===== config.mk =====
export PLATFORM = sky130hd
export DESIGN_NAME = spi_nvs_slave
export DESIGN_NICKNAME = d
export VERILOG_FILES = /design/src/rtl/spi_nvs_pkg.sv /design/src/rtl/spi_nvs_sync.sv /design/src/rtl/spi_nvs_rx.sv /design/src/rtl/spi_nvs_prot.sv /design/src/rtl/spi_nvs_slave.sv
export SDC_FILE = /design/constraint.sdc
export NUM_CORES = 1
export LEC_CHECK = 0
export BUFFER_PORTS_ARGS = -buffer_cell sky130_fd_sc_hd__buf_2
export CAP_MARGIN = 20
export CORE_ASPECT_RATIO = 1.75
export CORE_MARGIN = 2
export CORE_UTILIZATION = 45
export CTS_BUF_LIST = sky130_fd_sc_hd__clkbuf_8
export CTS_CLUSTER_DIAMETER = 150
export DETAILED_ROUTE_END_ITERATION = 10
export PLACE_DENSITY_LB_ADDON = 0.25
export SYNTH_ARGS = -nofsm -noshare
export SYNTH_HDL_FRONTEND = slang
export SYNTH_SLANG_ARGS = --single-unit

===== constraint.sdc =====
create_clock -name clk_i -period 3.14 [get_ports clk_i]
set_input_delay 0.628 -clock clk_i [delete_from_list [all_inputs] [get_ports clk_i]]
set_output_delay 0.628 -clock clk_i [all_outputs]
set_load 0.01 [all_outputs]

===== src/rtl/spi_nvs_pkg.sv =====
package spi_nvs_pkg;
  localparam logic [7:0] OP_WREN   = 8'h06;
  localparam logic [7:0] OP_WRDI   = 8'h04;
  localparam logic [7:0] OP_RDSR   = 8'h05;
  localparam logic [7:0] OP_WRSR   = 8'h01;
  localparam logic [7:0] OP_READ   = 8'h03;
  localparam logic [7:0] OP_WRITE  = 8'h02;
  localparam logic [7:0] OP_STORE  = 8'h3C;
  localparam logic [7:0] OP_RECALL = 8'h60;
  localparam logic [7:0] OP_ASEN   = 8'h59;
  localparam logic [7:0] OP_ASDIS  = 8'h19;

  typedef enum logic [2:0] {
    ST_IDLE, ST_OPC, ST_ADDR, ST_WDATA, ST_RDATA, ST_RDSR, ST_WRSR, ST_SKIP
  } cmd_st_e;
endpackage


===== src/rtl/spi_nvs_sync.sv =====
module spi_nvs_sync #(
  parameter int W      = 4,
  parameter int STAGES = 2
) (
  input  logic         clk_i,
  input  logic         rst_ni,
  input  logic [W-1:0] d_i,
  output logic [W-1:0] q_o,
  output logic [W-1:0] q_prev_o
);
  for (genvar b = 0; b < W; b++) begin : g_bit
    logic [STAGES-1:0] stg;
    logic              prev;
    always_ff @(posedge clk_i or negedge rst_ni) begin
      if (!rst_ni) begin
        stg  <= '0;
        prev <= 1'b0;
      end else begin
        stg  <= {stg[STAGES-2:0], d_i[b]};
        prev <= stg[STAGES-1];
      end
    end
    assign q_o[b]      = stg[STAGES-1];
    assign q_prev_o[b] = prev;
  end
endmodule


===== src/rtl/spi_nvs_rx.sv =====
module spi_nvs_rx (
  input  logic       clk_i,
  input  logic       rst_ni,
  input  logic       clr_i,
  input  logic       en_i,
  input  logic       bit_i,
  output logic       done_o,
  output logic [7:0] byte_o
);
  logic [6:0] sh;
  logic [2:0] cnt;

  always_ff @(posedge clk_i or negedge rst_ni) begin
    if (!rst_ni) begin
      sh  <= '0;
      cnt <= '0;
    end else if (clr_i) begin
      cnt <= '0;
    end else if (en_i) begin
      sh  <= {sh[5:0], bit_i};
      cnt <= cnt + 3'd1;
    end
  end

  assign done_o = en_i && (cnt == 3'd7);
  assign byte_o = {sh, bit_i};
endmodule


===== src/rtl/spi_nvs_prot.sv =====
module spi_nvs_prot (
  input  logic [1:0] top_i,
  input  logic [1:0] lvl_i,
  output logic       hit_o
);
  always_comb begin
    case (lvl_i)
      2'b01:   hit_o = (top_i == 2'b11);
      2'b10:   hit_o = top_i[1];
      2'b11:   hit_o = 1'b1;
      default: hit_o = 1'b0;
    endcase
  end
endmodule


===== src/rtl/spi_nvs_slave.sv =====
module spi_nvs_slave
  import spi_nvs_pkg::*;
#(
  parameter int ADDR_W      = 17,
  parameter int SYNC_STAGES = 2
) (
  input  logic              clk_i,
  input  logic              rst_ni,
  input  logic              sck_i,
  input  logic              cs_ni,
  input  logic              si_i,
  input  logic              wp_ni,
  input  logic              nv_busy_i,
  output logic              so_o,
  output logic              so_oe_o,
  output logic [ADDR_W-1:0] mem_addr_o,
  output logic              mem_rd_o,
  output logic              mem_wr_o,
  output logic [7:0]        mem_wdata_o,
  input  logic [7:0]        mem_rdata_i,
  output logic              store_o,
  output logic              recall_o,
  output logic              as_en_o,
  output logic              as_dis_o
);
  localparam int ACC_W = ADDR_W - 8;

  logic [3:0] pin_s, pin_p;
  logic sck_s, cs_s, si_s, wp_s, sck_p, cs_p;
  logic sck_rise, sck_fall, cs_fall, cs_rise, start;

  spi_nvs_sync #(.W(4), .STAGES(SYNC_STAGES)) u_sync (
    .clk_i, .rst_ni,
    .d_i      ({sck_i, cs_ni, si_i, wp_ni}),
    .q_o      (pin_s),
    .q_prev_o (pin_p)
  );

  assign {sck_s, cs_s, si_s, wp_s} = pin_s;
  assign sck_p    = pin_p[3];
  assign cs_p     = pin_p[2];
  assign sck_rise = sck_s & ~sck_p;
  assign sck_fall = ~sck_s & sck_p;
  assign cs_fall  = ~cs_s & cs_p;
  assign cs_rise  = cs_s & ~cs_p;

  cmd_st_e           st;
  logic              armed, wen, wpen, wen_set_p, wen_clr_p, is_wr;
  logic [1:0]        bp, abyte;
  logic [ACC_W-1:0]  acc;
  logic [ADDR_W-1:0] addr;
  logic [7:0]        nxt, obuf, wdata, status_byte, rx_byte;
  logic [2:0]        ocnt;
  logic              so_q, so_act, rd_q, rd_pend, wr_q, wr_step;
  logic              st_q, rc_q, ae_q, ad_q, rx_done, prot_hit;

  assign start = cs_fall & armed;

  spi_nvs_rx u_rx (
    .clk_i, .rst_ni,
    .clr_i  (start),
    .en_i   (sck_rise && !cs_s && st != ST_IDLE),
    .bit_i  (si_s),
    .done_o (rx_done),
    .byte_o (rx_byte)
  );

  spi_nvs_prot u_prot (
    .top_i (addr[ADDR_W-1 -: 2]),
    .lvl_i (bp),
    .hit_o (prot_hit)
  );

  assign status_byte = {wpen, 3'b000, bp, wen, nv_busy_i};

  always_ff @(posedge clk_i or negedge rst_ni) begin
    if (!rst_ni) begin
      st <= ST_IDLE;
      armed <= 1'b0;
      wen <= 1'b0; wpen <= 1'b0; bp <= 2'b00;
      wen_set_p <= 1'b0; wen_clr_p <= 1'b0; is_wr <= 1'b0;
      abyte <= '0; acc <= '0; addr <= '0;
      nxt <= '0; obuf <= '0; wdata <= '0; ocnt <= '0;
      so_q <= 1'b0; so_act <= 1'b0;
      rd_q <= 1'b0; rd_pend <= 1'b0; wr_q <= 1'b0; wr_step <= 1'b0;
      st_q <= 1'b0; rc_q <= 1'b0; ae_q <= 1'b0; ad_q <= 1'b0;
    end else begin
      rd_q <= 1'b0; wr_q <= 1'b0; wr_step <= 1'b0;
      st_q <= 1'b0; rc_q <= 1'b0; ae_q <= 1'b0; ad_q <= 1'b0;
      rd_pend <= rd_q;
      if (rd_pend) nxt <= mem_rdata_i;
      if (wr_step) addr <= addr + ADDR_W'(1);
      if (cs_s) armed <= 1'b1;

      if (cs_s) begin
        st <= ST_IDLE;
        so_act <= 1'b0;
        so_q <= 1'b0;
        if (cs_rise) begin
          if (wen_set_p) wen <= 1'b1;
          if (wen_clr_p) wen <= 1'b0;
        end
        wen_set_p <= 1'b0;
        wen_clr_p <= 1'b0;
      end else if (start) begin
        st <= ST_OPC;
        abyte <= '0;
        ocnt <= '0;
        so_act <= 1'b0;
      end else begin
        if (st == ST_RDSR) nxt <= status_byte;
        if (rx_done) begin
          case (st)
            ST_OPC: begin
              st <= ST_SKIP;
              case (rx_byte)
                OP_WREN: wen_set_p <= 1'b1;
                OP_WRDI: wen_clr_p <= 1'b1;
                OP_RDSR: begin
                  st <= ST_RDSR;
                  nxt <= status_byte;
                end
                OP_WRSR:
                  if (wen && !(wpen && !wp_s)) st <= ST_WRSR;
                OP_READ:
                  if (!nv_busy_i) begin
                    st <= ST_ADDR; is_wr <= 1'b0;
                  end
                OP_WRITE:
                  if (wen && !nv_busy_i) begin
                    st <= ST_ADDR; is_wr <= 1'b1; wen_clr_p <= 1'b1;
                  end
                OP_STORE:
                  if (wen && !nv_busy_i) begin
                    st_q <= 1'b1; wen_clr_p <= 1'b1;
                  end
                OP_RECALL:
                  if (wen && !nv_busy_i) begin
                    rc_q <= 1'b1; wen_clr_p <= 1'b1;
                  end
                OP_ASEN:
                  if (wen) begin
                    ae_q <= 1'b1; wen_clr_p <= 1'b1;
                  end
                OP_ASDIS:
                  if (wen) begin
                    ad_q <= 1'b1; wen_clr_p <= 1'b1;
                  end
                default: ;
              endcase
            end
            ST_ADDR: begin
              acc <= ACC_W'({acc, rx_byte});
              abyte <= abyte + 2'd1;
              if (abyte == 2'd2) begin
                addr <= {acc, rx_byte};
                if (is_wr) st <= ST_WDATA;
                else begin
                  st <= ST_RDATA;
                  rd_q <= 1'b1;
                end
              end
            end
            ST_WDATA: begin
              wdata <= rx_byte;
              wr_q <= !prot_hit;
              wr_step <= 1'b1;
            end
            ST_WRSR: begin
              wpen <= rx_byte[7];
              bp <= rx_byte[3:2];
              wen_clr_p <= 1'b1;
              st <= ST_SKIP;
            end
            default: ;
          endcase
        end
        if (sck_fall && (st == ST_RDATA || st == ST_RDSR)) begin
          so_act <= 1'b1;
          ocnt <= ocnt + 3'd1;
          if (ocnt == 3'd0) begin
            so_q <= nxt[7];
            obuf <= {nxt[6:0], 1'b0};
            if (st == ST_RDATA) begin
              addr <= addr + ADDR_W'(1);
              rd_q <= 1'b1;
            end
          end else begin
            so_q <= obuf[7];
            obuf <= {obuf[6:0], 1'b0};
          end
        end
      end
    end
  end

  assign so_o        = so_q;
  assign so_oe_o     = so_act;
  assign mem_addr_o  = addr;
  assign mem_rd_o    = rd_q;
  assign mem_wr_o    = wr_q;
  assign mem_wdata_o = wdata;
  assign store_o     = st_q;
  assign recall_o    = rc_q;
  assign as_en_o     = ae_q;
  assign as_dis_o    = ad_q;
endmodule


# --- Word-level counts from Yosys, hierarchy flattened ---
# Cells that the tools add are included.
totals:
  elab_cells: 217
  out_inout_bits: 33
  in_bits: 15
  reg_bits: 96
op_classes:
  reduce_logical: 44
  n_bitwise: 10
  eq_ne: 29
  muxes: 97
  addsub: 4
op_table:
  columns: ["cell", "count"]
  rows:
  - ["$mux 17", 9]
  - ["$mux 8", 8]
  - ["$mux 1", 60]
  - ["$mux 3", 11]
  - ["$eq 8x3->1 const B", 3]
  - ["$reduce_bool 2->1", 10]
  - ["$add 17x1->17 const B", 1]
  - ["$eq 8x2->1 const B", 2]
  - ["$eq 8x7->1 const B", 2]
  - ["$reduce_and 4->1", 4]
  - ["$eq 3x3->1 const B", 4]
  - ["$ne 4x3->1 const B", 3]
  - ["$pmux 3 s4", 1]
  - ["$reduce_and 3->1", 4]
  - ["$reduce_bool 3->1", 4]
  - ["$pmux 3 s3", 1]
  - ["$eq 2x2->1 const B", 4]
  - ["$eq 8x1->1 const B", 1]
  - ["$eq 8x5->1 const B", 1]
  - ["$eq 8x6->1 const B", 1]
  - ["$logic_and 1x1->1", 7]
  - ["$reduce_and 7->1", 1]
  - ["$add 3x1->3 const B", 2]
  - ["$eq 3x2->1 const B", 2]
  - ["19 further kinds", 38]

# --- Logic depth before layout (Yosys ltp) ---
depth:
  depth_word: 11
  mapped_depth: 9

# --- Hierarchy ---
# Synthesis repeated with hierarchy kept, for this count alone.
hier_totals:
  cells_unflattened: 468
  area_unflattened_um2: 4853.4
by_module_without_submodules:
  columns: ["module", "seq_area_each_um2", "instances", "cells_each", "area_per_inst_um2"]
  rows:
  - ["spi_nvs_slave", 1876.8, 1, 416, 4045.1]
  - ["spi_nvs_rx", 250.2, 1, 29, 434.2]
  - ["spi_nvs_sync", 300.3, 1, 20, 360.3]
  - ["spi_nvs_prot", 0.0, 1, 3, 13.8]

# --- Worst setup path before layout ---
# Ideal clock, no wire load.
synth_path:
  path_type: "flip-flop to flip-flop"
  from: "register u_rx.sh[6]"
  to: "register nxt[0]"
  setup_ns: 0.125
  t_arrival_ns: 2.046
  t_required_ns: 3.015
  path_stages_with_launch: 6
  setup_slack_ns: 0.969
  period_less_slack_ns: 2.171
  cell_sequence: "dfrtp_1 -> or4_4 -> nor3_4 -> a31oi_1 -> nor4b_4 -> mux2_2"
synth_between:
  elab_chain_cells: 6
synth_rtl:
  columns: ["element", "line_no", "text"]
  rows:
  - ["start: declaration", "spi_nvs_rx.sv:10", "logic [6:0] sh;"]
  - ["start signal: assignment", "spi_nvs_rx.sv:20", "sh <= {sh[5:0], bit_i};"]
  - ["$eq 8x3->1", "spi_nvs_slave.sv:116", "case (rx_byte)"]
  - ["$mux 8", "spi_nvs_slave.sv:116", null]
  - ["$mux 8", "spi_nvs_slave.sv:113", "case (st)"]
  - ["$mux 8", "spi_nvs_slave.sv:112", "if (rx_done) begin"]
  - ["$mux 8", "spi_nvs_slave.sv:105", "end else if (start) begin"]
  - ["$mux 8", "spi_nvs_slave.sv:95", "if (cs_s) begin"]
  - ["end signal: assignment", "spi_nvs_slave.sv:91", "if (rd_pend) nxt <= mem_rdata_i;"]
  - ["end signal: assignment", "spi_nvs_slave.sv:111", "if (st == ST_RDSR) nxt <= status_byte;"]
  - ["end signal: assignment", "spi_nvs_slave.sv:121", "nxt <= status_byte;"]
  - ["end: declaration", "spi_nvs_slave.sv:52", "logic [7:0] nxt, obuf, wdata, status_byte, rx_byte;"]
# No other way between the ends.
# A chain may end at the register's enable or synchronous reset.

# --- Final worst setup path ---
layout_path:
  from: "register u_rx.sh[6]"
  to: "register nxt[7]"
# The elaborated chain is that of the path after synthesis.

==> reports/qor.csv <==
metric;value;unit
status;finished clean;
drtIter0Drc;308;
fin_util;0.525;
crit_path_start_kind;flip-flop;
start_util;0.464;
postCtsHoldBufs;0;
yosysMostFrequentCell;dfrtp_1;
p_leak;2.52;nW
wl_per_cell;19.3;um
clockBufferDepth;2;
yosys.cell_types.count;59;
async_flop_share;1.00;
cts_tree;built;
ys_warn_count;0;
critPathArrivalTime;2.74;ns
fmax;402;MHz
hp-class;in -> async;
vias_per_cell;5.93;
first_pass_iters;5;
synth_top_cell_area_share;0.497;
overflow;0;
finalCritPeriodShare;0.793;
drive_gt1_frac;0.210;
finalInstanceArea;5410;um2
cts_buffers;9;
ys_top_cells_by_count;95 x dfrtp_1, 44 x nand2_1, 37 x nor2_1;
grt_max_degree;84;
syn_area_per_cell;10.1;um2
final-setup-viol-count;0;
hold_viol_final;0;
portBuffers;47;
gp_congestion;0.927;
grtUsageTotal;0.233;
relSlewSlack;0.469;
die_h;140;um
clkSinkCount;95;
synth_edf_count;0;
cts_max_level;3;
placed_area;5150;um2
synth_nets;494;
syn_area;4780;um2
slew_viol_final;0;
path_class;reg -> reg;
syn_inst;473;
antenna_left;0;
ys_seq_elements;95;
finalSetupTns;0;ns
post_cts_buffers;0;
peakVddDrop;0.000223;V
period_needed;2.49;ns
vias;3835;
antennaDiodeCount;0;
rsz0062_at_grt;no;
dp_slack;0.682;ns
antenna_found_initial;0;
dieArea;11500;um2
dieWidth;81.9;um
synth_area_leader_cell;dfrtp_1;
yosysSeqAreaShare;0.497;
finClkSkew;0.0172;ns
fin_nets;537;
crit_required;3.39;ns
clk_pin_slew;0.10;ns
p_per_area;442;nW/um2
n_fill_cell;939;
hpwl;9190;um
crit_fanout;8;
cts-resized-gates;0;
drt-total-wl;12500;um
maxCapViolCount;0;
cts-root-buf;clkbuf_8;
power.total;2.39;mW
worst_setup_path_end_kind;flip-flop;
yosys-top-cells-area;dfrtp_1 50%, mux2_2 5.7%, nand2_1 3.5%;
coreArea;10300;um2
finalWorstSetupSlack;0.650;ns
synth_ff_type;dfrtp_1;
grt_pass1_vias;3879;
io_pins;48;
grt_pass1_wl;20100;um
clk_latency;0.37;ns
timing_worst_slew_pin_value;0.795;ns
syn_to_final_growth;13.2;%
drc;0;
fp-row-count;49;
[final cells by class]
cell class	count	area [um2]	area share
Clock buffer	9	124	0.0229
Clock inverter	6	110	0.0203
Inverter	12	45.0	0.00832
Multi-Input combinational cell	339	2250	0.415
Sequential cell	95	2380	0.439
Tap cell	127	159	0.0294
Timing Repair Buffer	59	348	0.0643
[routing by layer]
metal,wire [um],track usage
met5,0,0
met4,604,0.127
met3,481,0.0374
met2,6750,0.409
met1,4680,0.260
[report_power, final]
| group | switching (mW) | internal [mW] | leakage (nW) |
|---|---|---|---|
| clock network | 0.429 | 0.525 | 0.117 |
| logic | 0.0974 | 0.0554 | 1.12 |
| registers | 0.0392 | 1.24 | 1.29 |
| total | 0.566 | 1.82 | 2.52 |
[worst paths after layout]
path / depth (start not counted) / to / slack [ns] / from
max: 5 / nxt[7] / 0.65 / u_rx.sh[6]
min: 1 / u_rx.sh[2] / 0.14 / rst_ni
max reg2reg: 5 / nxt[7] / 0.65 / u_rx.sh[6]
min reg2reg: 0 / u_sync.g_bit[2].stg[1] / 0.35 / u_sync.g_bit[2].stg[0]
max in group asynchronous: 2 / ocnt[2] / 2.38 / rst_ni
min in group clk_i: 0 / u_sync.g_bit[2].stg[1] / 0.35 / u_sync.g_bit[2].stg[0]
[logic make-up (layout without fill, tap and decap cells)]
group / Yosys count / in the layout / share of synthesized area
and+or+nand+nor: 175 / 175 / 0.197
adders and majority gates: 6 / 6 / 0.0157
DFF: 95 / 95 / 0.497
AOI/OAI and AO/OA: 92 / 92 / 0.120
xor gates and xnor gates: 27 / 27 / 0.0495
muxes: 39 / 39 / 0.0879
buffers and inverters: 39 / 86 / 0.0327
[state kept, by name (all words and copies together) (netlist names), 2 cells and up]
| signal | flops |
|---|---|
| st | 3 |
| acc | 9 |
| u_sync.g_bit.stg | 8 |
| bp | 2 |
| obuf | 7 |
| abyte | 2 |
| mem_wdata_o | 8 |
| u_sync.g_bit.prev | 2 |
| u_rx.sh | 7 |
| nxt | 8 |
| ocnt | 3 |
| mem_addr_o | 17 |
| u_rx.cnt | 3 |
[per-stage QoR]
step | std cells | hold slack (ns)
final | 647 | 0.139
after global routing | 647 | 0.148
after global placement | 631 | 0.334
after detailed placement | 631 | 0.335
after floorplan | 473 | 0.331
after CTS | 646 | 0.336
[cells in the final DEF, fill, tap and decap left out, types with 7 or more instances in the layout]
cell type / instances
a21oi_1: 17
buf_2: 46
buf_4: 12
clkbuf_8: 9
dfrtp_1: 95
inv_1: 13
mux2_2: 24
mux2i_1: 15
nand2_1: 44
nand3_1: 12
nand4_1: 10
nor2_1: 37
nor2b_1: 7
nor3_1: 14
nor4_1: 8
o21ai_0: 32
o22ai_1: 7
xnor2_1: 13
xor2_1: 14
[worst max-delay path, stage by stage (launching register included)]
cell and delay, ns:
dfrtp_1 0.47, or4_4 0.58, nor3_4 0.21, a31oi_1 0.18, nor4b_4 0.53, mux2_2 0.40
No activity file was read; power rests on OpenSTA's default activity.
